[config.mk]
export PLATFORM = sky130hd
export DESIGN_NAME = dma4_ctrl
export DESIGN_NICKNAME = d
export VERILOG_FILES = /design/src/rtl/dma4_pkg.sv /design/src/rtl/dma4_chan.sv /design/src/rtl/dma4_arb.sv /design/src/rtl/dma4_ctrl.sv
export SDC_FILE = /design/constraint.sdc
export NUM_CORES = 1
export LEC_CHECK = 0
export BUFFER_PORTS_ARGS = -buffer_cell sky130_fd_sc_hd__buf_2
export CAP_MARGIN = 25
export CORE_MARGIN = 3
export CORE_UTILIZATION = 57
export DETAILED_ROUTE_END_ITERATION = 7
export PLACE_DENSITY_LB_ADDON = 0.1
export SYNTH_ARGS = -nofsm -noshare
export SYNTH_HDL_FRONTEND = slang
export SYNTH_SLANG_ARGS = --single-unit
[constraint.sdc]
create_clock -name clk -period 2.65 [get_ports clk]
set_clock_uncertainty 0.15 [all_clocks]
set_input_delay 0.265 -clock clk [delete_from_list [all_inputs] [get_ports clk]]
set_output_delay 0.265 -clock clk [all_outputs]
set_load 0.02 [all_outputs]
[src/rtl/dma4_pkg.sv]
package dma4_pkg;
   typedef enum logic [1:0] {
      ST_IDLE = 2'd0,
      ST_REQ  = 2'd1,
      ST_XFER = 2'd2
   } dma_state_e;
endpackage

[src/rtl/dma4_chan.sv]
// One channel: programmed (base) values plus working address and count.
module dma4_chan #(
   parameter int AW = 16,
   parameter int DW = 8
) (
   input  logic          clk,
   input  logic          rst_n,
   input  logic          wr_en,
   input  logic          wr_is_cnt,
   input  logic          wr_hi,
   input  logic [DW-1:0] wdata,
   input  logic          step,
   input  logic          reload,
   output logic [AW-1:0] cur_addr,
   output logic [AW-1:0] cur_cnt
);
   logic [AW-1:0] base_addr, base_cnt;

   always_ff @(posedge clk) begin
      if (!rst_n) begin
         base_addr <= '0;
         base_cnt  <= '0;
         cur_addr  <= '0;
         cur_cnt   <= '0;
      end else if (wr_en) begin
         if (wr_is_cnt) begin
            if (wr_hi) begin
               base_cnt[AW-1:DW] <= wdata;
               cur_cnt[AW-1:DW]  <= wdata;
            end else begin
               base_cnt[DW-1:0] <= wdata;
               cur_cnt[DW-1:0]  <= wdata;
            end
         end else begin
            if (wr_hi) begin
               base_addr[AW-1:DW] <= wdata;
               cur_addr[AW-1:DW]  <= wdata;
            end else begin
               base_addr[DW-1:0] <= wdata;
               cur_addr[DW-1:0]  <= wdata;
            end
         end
      end else if (reload) begin
         cur_addr <= base_addr;
         cur_cnt  <= base_cnt;
      end else if (step) begin
         cur_addr <= cur_addr + AW'(1);
         cur_cnt  <= cur_cnt - AW'(1);
      end
   end
endmodule

[src/rtl/dma4_arb.sv]
// Picks one requesting channel; the rotating variant can be compiled out.
module dma4_arb #(
   parameter int NUM_CH     = 4,
   parameter bit HAS_ROTATE = 1'b1,
   localparam int IDX_W     = (NUM_CH > 1) ? $clog2(NUM_CH) : 1
) (
   input  logic [NUM_CH-1:0] req,
   input  logic              rotate,
   input  logic [IDX_W-1:0]  last,
   output logic [IDX_W-1:0]  gnt_idx,
   output logic              gnt_any
);
   assign gnt_any = |req;

   if (HAS_ROTATE) begin : g_rot
      always_comb begin
         int  idx;
         logic found;
         gnt_idx = '0;
         found   = 1'b0;
         for (int k = 0; k < NUM_CH; k++) begin
            idx = rotate ? ((int'(last) + 1 + k) % NUM_CH) : k;
            if (!found && req[idx]) begin
               found   = 1'b1;
               gnt_idx = idx[IDX_W-1:0];
            end
         end
      end
   end else begin : g_fixed
      always_comb begin
         gnt_idx = '0;
         for (int k = NUM_CH - 1; k >= 0; k--) begin
            if (req[k]) gnt_idx = k[IDX_W-1:0];
         end
      end
   end
endmodule

[src/rtl/dma4_ctrl.sv]
module dma4_ctrl #(
   parameter int NUM_CH     = 4,
   parameter int AW         = 16,
   parameter int DW         = 8,
   parameter int SEL_W      = 4,
   parameter bit HAS_ROTATE = 1'b1
) (
   input  logic              clk,
   input  logic              rst_n,
   input  logic              cpu_wr,
   input  logic              cpu_rd,
   input  logic [SEL_W-1:0]  cpu_sel,
   input  logic [DW-1:0]     cpu_wdata,
   output logic [DW-1:0]     cpu_rdata,
   input  logic [NUM_CH-1:0] dreq,
   output logic              hold_req,
   input  logic              hold_ack,
   output logic [NUM_CH-1:0] dack,
   output logic [AW-1:0]     addr_out,
   output logic              tc_out
);
   import dma4_pkg::*;

   localparam int IDX_W = (NUM_CH > 1) ? $clog2(NUM_CH) : 1;
   localparam logic [SEL_W-1:0] SEL_MODE = SEL_W'(2 * NUM_CH);
   localparam logic [SEL_W-1:0] SEL_CTRL = SEL_W'(2 * NUM_CH + 1);

   initial begin
      assert (AW == 2 * DW) else $error("address width must be two data bytes");
      assert (DW >= 2 * NUM_CH) else $error("mode byte too narrow");
      assert (DW >= NUM_CH + 1) else $error("status byte too narrow");
      assert ((1 << SEL_W) >= 2 * NUM_CH + 2) else $error("select too narrow");
   end

   dma_state_e        state;
   logic [IDX_W-1:0]  act_ch, last_ch, gnt_idx;
   logic              gnt_any;
   logic [NUM_CH-1:0] en_bits, al_bits, eligible, tc_stat;
   logic              rotate, hi_ptr, upd_flag;
   logic [AW-1:0]     ch_addr [NUM_CH];
   logic [AW-1:0]     ch_cnt  [NUM_CH];
   logic [NUM_CH-1:0] step_vec, reload_vec, wr_vec;
   logic              chan_wr, mode_wr, ctrl_wr, stat_rd, xfer_go, tc_now;
   logic [DW-1:0]     status_word;

   assign chan_wr = cpu_wr && (cpu_sel < SEL_MODE);
   assign mode_wr = cpu_wr && (cpu_sel == SEL_MODE);
   assign ctrl_wr = cpu_wr && (cpu_sel == SEL_CTRL);
   assign stat_rd = cpu_rd && (cpu_sel == SEL_MODE);

   assign xfer_go  = (state == ST_XFER) && hold_ack;
   assign tc_now   = (ch_cnt[act_ch] <= AW'(1));
   assign hold_req = (state != ST_IDLE);
   assign addr_out = ch_addr[act_ch];
   assign tc_out   = xfer_go && tc_now;

   for (genvar i = 0; i < NUM_CH; i++) begin : g_ch
      assign wr_vec[i]     = chan_wr && (cpu_sel[IDX_W:1] == IDX_W'(i));
      assign step_vec[i]   = xfer_go && (act_ch == IDX_W'(i));
      assign reload_vec[i] = step_vec[i] && tc_now && al_bits[i];
      assign eligible[i]   = dreq[i] && en_bits[i] && (ch_cnt[i] != '0);
      assign dack[i]       = step_vec[i];

      dma4_chan #(.AW(AW), .DW(DW)) u_chan (
         .clk       (clk),
         .rst_n     (rst_n),
         .wr_en     (wr_vec[i]),
         .wr_is_cnt (cpu_sel[0]),
         .wr_hi     (hi_ptr),
         .wdata     (cpu_wdata),
         .step      (step_vec[i]),
         .reload    (reload_vec[i]),
         .cur_addr  (ch_addr[i]),
         .cur_cnt   (ch_cnt[i])
      );
   end

   dma4_arb #(.NUM_CH(NUM_CH), .HAS_ROTATE(HAS_ROTATE)) u_arb (
      .req     (eligible),
      .rotate  (rotate),
      .last    (last_ch),
      .gnt_idx (gnt_idx),
      .gnt_any (gnt_any)
   );

   // CPU-side registers
   always_ff @(posedge clk) begin
      if (!rst_n) begin
         hi_ptr   <= 1'b0;
         en_bits  <= '0;
         al_bits  <= '0;
         rotate   <= 1'b0;
         upd_flag <= 1'b0;
         tc_stat  <= '0;
      end else begin
         if (chan_wr) hi_ptr <= ~hi_ptr;
         if (mode_wr) begin
            en_bits <= cpu_wdata[NUM_CH-1:0];
            al_bits <= cpu_wdata[2*NUM_CH-1:NUM_CH];
         end
         if (ctrl_wr) rotate <= cpu_wdata[0];
         if ((mode_wr && (cpu_wdata[2*NUM_CH-1:NUM_CH] != '0)) || (|reload_vec))
            upd_flag <= 1'b0;
         else if (chan_wr && hi_ptr)
            upd_flag <= 1'b1;
         tc_stat <= (stat_rd ? '0 : tc_stat) | (tc_out ? step_vec : '0);
      end
   end

   always_comb begin
      status_word             = '0;
      status_word[NUM_CH-1:0] = tc_stat;
      status_word[NUM_CH]     = upd_flag;
   end
   assign cpu_rdata = stat_rd ? status_word : '0;

   // Bus ownership sequencing
   always_ff @(posedge clk) begin
      if (!rst_n) begin
         state   <= ST_IDLE;
         act_ch  <= '0;
         last_ch <= IDX_W'(NUM_CH - 1);
      end else begin
         unique case (state)
            ST_IDLE: if (gnt_any) state <= ST_REQ;
            ST_REQ: if (hold_ack) begin
               if (gnt_any) begin
                  act_ch <= gnt_idx;
                  state  <= ST_XFER;
               end else begin
                  state <= ST_IDLE;
               end
            end
            ST_XFER: if (xfer_go && tc_now) begin
               last_ch <= act_ch;
               state   <= ST_IDLE;
            end
            default: state <= ST_IDLE;
         endcase
      end
   end
endmodule

Word level (Yosys, flattened, before mapping)
Index checks and enable logic that the tools add are counted.

cells by class
  add/sub/neg operators = 12
  order comparisons = 7
  equal/unequal tests = 29
  muxes and demuxes = 65
  bitwise operators = 9
  reductions and logical operators = 94

operators with widths
  operator                 count
  $mux W16                 30
  $lt A32 B4 Y1 const B    4
  $mux W32                 4
  $reduce_and A3 Y1        34
  $add A16 B1 Y16 const B  4
  $add A32 B3 Y32 const B  2
  $bmux W16 S2             2
  $reduce_bool A16 Y1      4
  $sub A16 B1 Y16 const B  4
  $ne A2 B2 Y1 const B     19
  $logic_and A1 B1 Y1      35
  $add A32 B2 Y32 const B  1
  $le A16 B1 Y1 const B    1
  $mux W2                  8
  $mux W8                  2
  $reduce_bool A3 Y1       4
  $mux W1                  11
  $eq A2 B2 Y1 const B     5
  $reduce_or A2 Y1         5
  $bmux W1 S2              4
  $eq A4 B4 Y1 const B     2
  $mux W4                  2
  $reduce_or A4 Y1         2
  $eq A2 B1 Y1 const B     3
  16 further kinds         24

word-level totals
  register bits = 277
  word-level logic and storage cells = 257

Logic depth before layout (Yosys ltp)
Gate-level depths: netlist of run 1.

  word-level depth = 17
  mapped depth = 10

By module
From an unflattened synthesis of run 1, not the netlist that was laid out.

second synthesis, totals
  cells, all modules = 2041
  area total of the unflattened synthesis = 16060.4 µm²

by module, submodules not included
  module     times used  cells each  area each (µm²)  sequential area each (µm²)
  dma4_chan  4           454         3524.6           1281.2
  dma4_ctrl  1           177         1625.3           420.4
  dma4_arb   1           48          336.6            0.0

Least setup slack after synthesis of run 1
OpenSTA, ideal clock, no wires.

  path type = register to register
  start point = reg g_ch[1].u_chan.cur_cnt[10]
  end point = reg last_ch[0]
  arrival time = 2.568 ns
  required time = 2.373 ns
  path slack = -0.195 ns
  cell stages (with the launch flop) = 9
  clock period less this slack = 2.845 ns
  path through = dfxtp_1 or4_4 or3_1 buf_2 o21ai_1 nand3_1 a311oi_2 mux2i_1 nand2_1

between the ends
  longest elaborated chain between the ends = 6

ends and longest elaborated chain
  what                                         line              source
  start: declaration                           dma4_chan.sv:15   output logic [AW-1:0] cur_cnt
  start signal: indexed assignment             dma4_chan.sv:29   cur_cnt[AW-1:DW] <= wdata;
  start signal: indexed assignment             dma4_chan.sv:32   cur_cnt[DW-1:0] <= wdata;
  start signal: assignment                     dma4_chan.sv:45   cur_cnt <= base_cnt;
  $bmux W16 S2                                 dma4_ctrl.sv:52   assign tc_now = (ch_cnt[act_ch] <= AW'(1));
  $mux W16 (not written as such) (2 in a row)  dma4_ctrl.sv:52
  $le A16 B1 Y1                                dma4_ctrl.sv:52
  $logic_and A1 B1 Y1                          -
  named net tc_out                             dma4_ctrl.sv:20   output logic tc_out
  $reduce_and A2 Y1 (no source line)           -
  end signal: assignment                       dma4_ctrl.sv:122  last_ch <= IDX_W'(NUM_CH - 1);
  end signal: assignment                       dma4_ctrl.sv:135  last_ch <= act_ch;
  end: declaration                             dma4_ctrl.sv:36   logic [IDX_W-1:0] act_ch, last_ch, gnt_idx;

The timed path passes the listed nets, and every way through them passes these cells. The select of a mux whose other input is x is not followed.
A chain may end at the register's enable or synchronous reset.

Final worst setup path of run 1
  start point = reg g_ch[1].u_chan.cur_cnt[10]
  end point = out tc_out

between the ends
  longest elaborated chain between the ends = 5

ends and longest elaborated chain
  what                                         line             source
  $bmux W16 S2                                 dma4_ctrl.sv:52
  $mux W16 (not written as such) (2 in a row)  dma4_ctrl.sv:52
  $le A16 B1 Y1                                dma4_ctrl.sv:52
  $logic_and A1 B1 Y1                          dma4_ctrl.sv:55  assign tc_out = xfer_go && tc_now;
  end: declaration                             dma4_ctrl.sv:20

Every way passes these cells. The select of a mux whose other input is x is not followed.

==> metrics.yaml, run 1 <==
worst_setup_path:
  worstPathArrival_ns: 2.54
  critical_path.max_stage_delay_ns: 0.52
  crit_required_ns: 2.24
  worstSetupEndpointType: "output port"
  cpMaxStageDelayCell: "or4_4"
  start_kind: "flop"
  path_class: "flop to output port"
  cp_cell_sequence: "or4_4 > or3_4 > o21ai_4 > nand3_2 > a311oi_4 > buf_6"
  ff2ff_path_depth: 9
  critPathMaxFanout: 2
yosys:
  synth_seq_cells: 277
  synth.distinct_cells: 70
  async_flop_share_pct: 0
  synth-edff-count: 0
  ys_seq_area_share_pct: 37.4
  syn_area_per_cell_um2: 7.84
  yosys_warnings: 0
  synth_ff_type: "dfxtp_1"
  syn-instance-count: 1893
  netlist_area_mm2: 0.0148
grt:
  grt_pass1_vias: 13616
  antenna_found_initial: 0
  grt_pass1_wl_mm: 75.6
  grt_max_degree: 68
  overflow: 0
  grt_use_total_pct: 33.1
route:
  first_pass_iters: 8
  ant_nets: 0
  wirelength_mm: 50.9
  drc: 0
  vias: 15261
  drtIter0Drc: 2133
  via_per_inst: 6.47
  wl_per_cell_um: 21.6
min_path:
  min_path_cells: 3
  min_path_type: "input port to flop"
clock_network:
  htreeDepth: 1
  clkLatencyLatePin_ns: 0.56
  path_clk_slew_ns: 0.06
  numCtsBuffers: 31
  cts_tree: "built"
  root_buffer: "clkbuf_16"
  clock_sinks: 277
  max-clock-path-buffers: 3
sta:
  timing.fmax_mhz: 338
  setup_viol: 55
  setup_slack_ns: -0.308
  relSlewSlack_pct: 47.8
  finalHoldViolCount: 0
  final.period_utilization_pct: 112
  min_period_ns: 2.96
  tightestPinTransition_ns: 0.784
  slew_viol_final: 0
  rsz0062_at_grt: "yes"
power:
  p_per_area_mw_per_mm2: 515
  leakage_nw: 6.93
  peakVddDrop_mv: 0.595
finish:
  fin_area_mm2: 0.0179
  fin_cells: 2360
  final_nets: 2042
  syn2layout_area_growth_pct: 21.0
  drive_gt1_share_pct: 16.6
  postLayoutCoreUtil_pct: 70.7
  n_fill_cell: 2029
  antennaDiodeCount: 0
place:
  dpl.cell_count: 2267
  gp_congestion: 0.908
  placed_cell_area_mm2: 0.0161
  io_buffers: 47
  dp.final_hpwl_mm: 32.3
floorplan:
  start_util_pct: 58.4
  dieArea_mm2: 0.0280
  core_mm2: 0.0254
  row_count: 58
  die_w_um: 167
  num_io_pins: 51
  die_y_um: 167
job:
  drv_cap: 0
status:
  status: "finished with violations"
  violations: "setup timing"
## Yosys cell counts (all sizes together), types with 6 or more instances
master	n	area share [%]
a211oi	10	0.51
a21boi	129	6.5
a21oi	19	0.64
a221oi	7	0.41
a31oi	94	4.0
a41oi	8	0.47
and2	14	0.59
and3	18	0.76
buf	29	1.1
clkbuf	114	2.9
dfxtp	277	37
ha	8	0.67
inv	18	0.46
mux2i	13	0.88
mux4	16	2.4
nand2	420	11
nand2b	7	0.30
nand3	96	3.2
nand4	14	0.59
nor2	76	1.9
nor2b	21	0.89
nor3	27	0.94
nor3b	6	0.34
nor4	19	0.80
o211ai	99	5.0
o21ai	158	5.3
or3	10	0.42
or4	9	0.51
xnor2	60	3.5
xor2	45	2.7
## placed cells by master (no fill, tap or decap), types with 16 or more instances in the layout
master	Yosys	layout
nor3_1	26	24
o21ai_0	156	145
and3_1	18	18
a31oi_1	94	94
a21boi_0	129	129
mux4_2	16	16
nor2_1	76	69
o211ai_1	99	99
xnor2_1	60	60
buf_2	8	45
buf_6	3	20
buf_4	7	128
nand2_1	420	408
dfxtp_1	277	274
a21oi_1	19	19
inv_1	18	18
nor4_1	19	17
nand3_1	96	91
xor2_1	45	45
clkbuf_16	0	42
nor2b_1	21	20
## flip-flops by register name, indices dropped and copies added, names as in the netlist, 2 cells and up
register / flops
act_ch: 2
al_bits: 4
en_bits: 4
g_ch.u_chan.base_addr: 64
g_ch.u_chan.base_cnt: 64
g_ch.u_chan.cur_addr: 64
g_ch.u_chan.cur_cnt: 64
last_ch: 2
state: 2
tc_stat: 4
## layout make-up
cell class | instances | area (um2) | area share [%]
Sequential cell | 277 | 5550 | 30.9
Clock inverter | 1 | 7.51 | 0.0418
Tap cell | 330 | 413 | 2.30
Clock buffer | 49 | 923 | 5.15
Multi-Input combinational cell | 1458 | 8890 | 49.6
Inverter | 18 | 67.6 | 0.377
Timing Repair Buffer | 227 | 2090 | 11.6
## routing by layer
layer | up-vias | share of wire, % | GRT usage, %
li1 | 7018 | - | -
met1 | 7257 | 42 | 46.7
met2 | 819 | 44 | 50.4
met3 | 167 | 10 | 6.59
met4 | 0 | 4.2 | 12.3
met5 | - | 0 | 0
## worst paths after layout
| path | start | endpoint | slack, ns |
|---|---|---|---|
| max | g_ch[1].u_chan.cur_cnt[10] | tc_out | -0.31 |
| min | rst_n | g_ch[1].u_chan.cur_addr[4] | 0.008 |
| max reg2reg | g_ch[1].u_chan.cur_cnt[10] | g_ch[1].u_chan.cur_addr[8] | -0.21 |
| min reg2reg | g_ch[1].u_chan.base_addr[4] | g_ch[1].u_chan.base_addr[4] | 0.31 |
## cells by family after synthesis
kind of cell	after synthesis	share of synthesized area, %
compound gates	556	25.0
flops	277	37.4
xor+xnor	105	6.20
fa+ha+maj	8	0.675
buf+inv	161	4.47
simple gates	756	23.0
mux	29	3.31
other cells	1	0.0253
## power by group
part	internal [W]	leakage, nW	total [W]	switching, W
Combinational	0.000377	4.24	0.000940	0.000564
Clock	0.00234	0.451	0.00405	0.00171
Sequential	0.00421	2.24	0.00426	0.0000479
## repair_timing
item                                   CTS  global route
setup buffers                            8            12
pin swaps                                4            65
hold buffers                             5             0
resized for setup                       27            75
setup endpoints to repair              105           125
gates cloned                             2            17
endpoints found under the hold margin   10             0
## through the flow
stage / TNS, ns / hold WS, ns / setup WS (ns) / total power [W]
after floorplan: -0.859 / 0.275 / -0.0416 / 0.00491
final: -6.16 / 0.00766 / -0.308 / 0.00925
after detailed placement: -2.98 / 0.306 / -0.113 / 0.00523
after CTS: -5.38 / 0.000260 / -0.324 / 0.00922
after global placement: -1.49 / 0.296 / -0.0876 / 0.00522
after global routing: -15.32 / 0.0360 / -0.366 / 0.00950
## critical path, delay by kind of cell, from the launching register on
| kind | cells | cell delay (ns) |
|---|---|---|
| simple gates | 3 | 1.03 |
| compound gates | 2 | 0.45 |
| flops | 1 | 0.32 |
| buf+inv | 1 | 0.17 |
Power figures use the tool's default switching activity.
==> run 2: changes to the inputs <==
CELL_PAD_IN_SITES_DETAIL_PLACEMENT = 0   (was default)
CELL_PAD_IN_SITES_GLOBAL_PLACEMENT = 2   (was default)
CORE_UTILIZATION = 34   (was 57)
==> metrics.yaml, run 2 (same netlist as run 1, synthesis figures left out) <==
sta:
  setup_tns_ns: -7.37
  relSlewSlack_pct: 41.9
  setup_viol: 86
  final.period_utilization_pct: 111
  tightestPinTransition_ns: 0.871
  slew_viol_final: 0
  setup_slack_ns: -0.289
  rsz0062_at_grt: "yes"
  timing.fmax_mhz: 340
  min_period_ns: 2.94
  finalHoldViolCount: 0
place:
  dp.final_hpwl_mm: 39.2
  gp_congestion: 0.853
  io_buffers: 47
  dpl_worst_slack_ns: -0.126
  placed_cell_area_mm2: 0.0166
  dpl.cell_count: 2542
floorplan:
  dieArea_mm2: 0.0462
  row_count: 75
  die_w_um: 215
  start_util_pct: 34.9
  core_mm2: 0.0425
  die_y_um: 215
  num_io_pins: 51
grt:
  busiest_layer: "met2"
  overflow: 0
  use_met2_pct: 37.5
  met3_usage_pct: 5.69
  met1_usage_pct: 35.7
  grt_pass1_vias: 13940
  grt_pass1_wl_mm: 88.8
  grt_max_degree: 77
  antenna_found_initial: 1
  grt_use_total_pct: 24.9
clock_network:
  cts_tree: "built"
  clkLatencyLatePin_ns: 0.54
  max-clock-path-buffers: 3
  clock_sinks: 277
  htreeDepth: 2
  path_clk_slew_ns: 0.06
  root_buffer: "clkbuf_16"
  numCtsBuffers: 36
worst_setup_path:
  start_kind: "flop"
  worstPathArrival_ns: 2.52
  path_class: "flop to output port"
  worstSetupEndpointType: "output port"
  critPathMaxFanout: 2
  crit_required_ns: 2.24
finish:
  antennaDiodeCount: 0
  final_nets: 2071
  syn2layout_area_growth_pct: 25.9
  layout_common_cells: "nand2_1, dfxtp_1, buf_4"
  fin_cells: 2644
  n_fill_cell: 4245
  fin_area_mm2: 0.0187
  drive_gt1_share_pct: 18.8
  final_common_cell: "nand2_1"
route:
  drtIter0Drc: 1214
  drc: 0
  wirelength_mm: 59.7
  first_pass_iters: 5
  wl_per_cell_um: 22.6
  vias: 14844
  via_per_inst: 5.61
  ant_nets: 0
power:
  swShare_pct: 25.8
  p_total_w: 0.0100
  p_per_area_mw_per_mm2: 536
  p_sw_w: 0.00258
  intPower_w: 0.00743
  peakVddDrop_mv: 0.317
  power.share.clock_pct: 47.7
  leakage_nw: 7.13
  pwr-share-comb_pct: 9.7
  seqPwrFrac_pct: 42.6
status:
  violations: "setup timing"
  status: "finished with violations"
job:
  drv_cap: 0
min_path:
  min_path_type: "input port to flop"
## run 2: cell types whose count changed in the layout (fill, tap and decap cells not counted), moves of 5 or more
cell      delta
clkbuf_1     +5
a41oi_2      +6
nand3_2      +8
o21ai_1      -5
nand3_1      -9
a41oi_1      -6
o21ai_0      +6
buf_4       +30
buf_16       +7
## run 2: timing repair
action	4_1_cts	5_1_grt
endpoints found under the hold margin	2	0
cloned	12	5
pin swaps	16	60
gates resized for setup	41	64
buffers inserted	13	9
hold buffers	3	0
endpoints found under the setup margin	111	105
## run 2: through the flow
stage	hold WS (ns)	util, %
floorplan	0.275	-
finish	0.00883	43.9
CTS	0.00304	43.0
global route	0.0188	43.9
global placement	0.299	39.1
detailed placement	0.306	39.1
## run 2: worst paths after layout
check | from | to | slack [ns] | cells past startpoint
min | rst_n | g_ch[1].u_chan.cur_addr[0] | 0.009 | 2
max reg2reg | g_ch[1].u_chan.cur_cnt[10] | g_ch[1].u_chan.cur_cnt[3] | -0.22 | 8
max | g_ch[1].u_chan.cur_cnt[10] | tc_out | -0.29 | 6
min reg2reg | g_ch[3].u_chan.base_addr[2] | g_ch[3].u_chan.base_addr[2] | 0.31 | 2
## run 2: worst max-delay path, stage by stage (launching register included)
cell and delay (ns):
dfxtp_2 0.31, or4_4 0.52, or3_4 0.39, o21ai_4 0.19, nand3_4 0.12, a311oi_4 0.27, buf_6 0.17
## run 2: per-layer routing
| metal | share of wire (%) | routed length [um] |
|---|---|---|
| met1 | 47 | 28200 |
| met2 | 43 | 25700 |
| met3 | 7.0 | 4180 |
| met4 | 2.8 | 1650 |
| met5 | 0.018 | 11 |
## run 2: area by class of cell
cell class / instances / area, um2 / share of cell area, %
clock buffers: 58 / 1060 / 5.70
clock inverters: 5 / 55.1 / 0.295
inverters: 18 / 67.6 / 0.362
multi-input cells: 1459 / 9010 / 48.2
flip-flops and latches: 277 / 5550 / 29.7
well taps: 577 / 722 / 3.87
repair buffers: 250 / 2210 / 11.9
## run 2: power by group through the flow
stage	combinational (W)	sequential [W]	clock, W
2_1_floorplan	0.000575	0.00433	0
5_1_grt	0.00106	0.00427	0.00503
4_1_cts	0.000958	0.00426	0.00489
3_3_place_gp	0.000937	0.00435	0
3_5_place_dp	0.000938	0.00435	0
6_report	0.000975	0.00426	0.00477
==> run 3: changes to the inputs <==
SYNTH_HIERARCHICAL = 1   (was default)
==> metrics.yaml, run 3 <==
worst_setup_path:
  r2r-start: "g_ch[3].u_chan/cur_cnt[2]"
  start_kind: "flop"
  ff2ff_path_depth: 9
  timing.rr.end: "g_ch[1].u_chan/cur_addr[14]"
  worstSetupEndpointType: "output port"
  path_class: "flop to output port"
  critPathMaxFanout: 3
  rrSetupSlack_ns: -0.04
  worstPathArrival_ns: 2.34
  crit_required_ns: 2.24
floorplan:
  row_count: 79
  die_w_um: 223
  die_y_um: 223
  start_util_pct: 34.4
  dieArea_mm2: 0.0499
  core_mm2: 0.0467
  num_io_pins: 51
clock_network:
  htreeDepth: 2
  path_clk_slew_ns: 0.06
  root_buffer: "clkbuf_16"
  numCtsBuffers: 37
  max-clock-path-buffers: 3
  clock_sinks: 277
  clkLatencyLatePin_ns: 0.56
  cts_tree: "built"
power:
  p_total_w: 0.0105
  p_per_area_mw_per_mm2: 505
  peakVddDrop_mv: 0.407
  leakage_nw: 8.22
yosys:
  synthAdderAreaFrac_pct: 0.623
  yosys.area_share.simple_pct: 26.7
  syn-instance-count: 2041
  synth_seq_cells: 277
  muxShareOfSynthArea_pct: 7.30
  netlist_area_mm2: 0.0161
  yosys_warnings: 6
  yosysTopAreaCell: "dfxtp_1"
  synth.area.top_cells: "dfxtp_1, nand2_1, a21oi_1"
  synth-edff-count: 0
  async_flop_share_pct: 0
  synth_xor_area_share_pct: 0.491
  synth_most_common_cell: "dfxtp_1"
  synth.distinct_cells: 85
  synth_top_family_by_area: "simple AND/OR/NAND/NOR gates"
  synthTopCellsByCount: "dfxtp_1, nand2_1, a21oi_1"
  yosysTopAreaCellShare_pct: 34.5
  synth_compound_area_share_pct: 25.3
  ys_seq_area_share_pct: 34.5
  syn_area_per_cell_um2: 7.87
  synth_ff_type: "dfxtp_1"
route:
  wirelength_mm: 66.6
  via_per_inst: 5.80
  vias: 17024
  drc: 0
  first_pass_iters: 7
  ant_nets: 0
  wl_per_cell_um: 22.7
  drtIter0Drc: 1425
grt:
  grt_pass1_wl_mm: 101
  overflow: 0
  grt_pass1_vias: 16187
  grt_max_degree: 47
  grt_use_total_pct: 26.1
  antenna_found_initial: 3
sta:
  setup_viol: 7
  rsz0062_at_grt: "yes"
  setup_slack_ns: -0.102
  timing.fmax_mhz: 363
  finalHoldViolCount: 0
  setup_tns_ns: -0.195
  timing.hold.ws_ns: 0.0357
  tightestPinTransition_ns: 0.778
  final.period_utilization_pct: 104
  slew_viol_final: 0
  min_period_ns: 2.75
  relSlewSlack_pct: 48.2
place:
  dp.final_hpwl_mm: 47.9
  io_buffers: 47
  gp_congestion: 0.884
  dpl.cell_count: 2854
finish:
  antennaDiodeCount: 0
  seqCellArea_mm2: 0.00555
  syn2layout_area_growth_pct: 29.9
  layout_common_cells: "buf_4, dfxtp_1, nand2_1"
  n_fill_cell: 4771
  final_common_cell: "buf_4"
  multi_input_area_mm2: 0.0101
  postLayoutCoreUtil_pct: 44.7
  drive_gt1_share_pct: 25.2
  fin_cells: 2937
  final_nets: 2332
status:
  status: "finished with violations"
  violations: "setup timing"
min_path:
  min_path_type: "input port to flop"
  min_path_cells: 4
  worstHoldEndpoint: "al_bits[3]"
  hold_path.startpoint: "cpu_wr"
job:
  drv_cap: 0
## run 3: changes by cell type in the layout (fill, tap and decap cells not counted), sizes merged, moves of 67 or more
cell,change
a21boi,-125
a21oi,+180
buf,+132
mux2i,+67
nand2,-151
nor2,+80
## run 3: critical path, cell delays in order (launching register included)
cell	delay (ns)
dfxtp_2	0.33
nor4_4	0.35
nand4_1	0.18
buf_6	0.18
buf_6	0.12
nor4_4	0.24
nor2_1	0.09
or2b_1	0.17
buf_6	0.11
## run 3: timing repair
| action | CTS | global route |
|---|---|---|
| buffers inserted | 4 | 8 |
| pin swaps | 10 | 32 |
| endpoints found under the hold margin | 8 | 0 |
| endpoints found under the setup margin | 90 | 101 |
| gates resized for setup | 42 | 73 |
| hold buffers | 5 | 0 |
## run 3: final cells by class
type,instances,area share (%)
clock buffer,55,5.35
clock inverter,11,0.696
inverter,39,0.714
multi-input combinational,1567,48.5
sequential,277,26.6
tap,607,3.64
timing repair buffer,381,14.5
## run 3: per-layer routing
| metal | track usage (%) | routed length, um | up-vias |
|---|---|---|---|
| met4 | 8.17 | 1920 | 0 |
| met5 | 0 | 0 | - |
| li1 | - | - | 8126 |
| met3 | 5.42 | 4060 | 101 |
| met1 | 37.8 | 31900 | 8266 |
| met2 | 39.0 | 28700 | 531 |
## run 3: logic make-up after synthesis
group / Yosys count
multiplexers: 97
XOR/XNOR: 9
AO/OA/AOI/OAI: 614
AND/OR/NAND/NOR: 836
other: 1
buffers and inverters: 199
flip-flops: 277
adder cells (fa/ha/maj): 8
## run 3: power breakdown
| part | leakage, nW | switching (W) | internal (W) |
|---|---|---|---|
| Combinational | 5.37 | 0.000609 | 0.000395 |
| Clock | 0.611 | 0.00208 | 0.00321 |
| Sequential | 2.24 | 0.0000345 | 0.00420 |
## run 3: worst max path at each step
stage | slack, ns | start | endpoint | depth (start not counted)
floorplan | 0.06 | act_ch[0] | g_ch[0].u_chan/cur_cnt[9] | 12
global placement | -0.22 | g_ch[3].u_chan/cur_cnt[4] | g_ch[3].u_chan/cur_addr[15] | 10
detailed placement | -0.19 | g_ch[1].u_chan/cur_cnt[14] | g_ch[1].u_chan/cur_cnt[7] | 8
CTS | -0.06 | g_ch[0].u_chan/cur_cnt[4] | tc_out | 8
global route | -0.20 | g_ch[0].u_chan/cur_cnt[1] | tc_out | 8
finish | -0.10 | g_ch[0].u_chan/cur_cnt[1] | tc_out | 8
## run 3: per-stage QoR
stage | setup slack (ns) | cell area (um2)
after floorplan | 0.0581 | 16100
after global placement | -0.216 | 19000
after detailed placement | -0.194 | 19000
after CTS | -0.0591 | 20600
after global routing | -0.204 | 20900
final | -0.102 | 20900
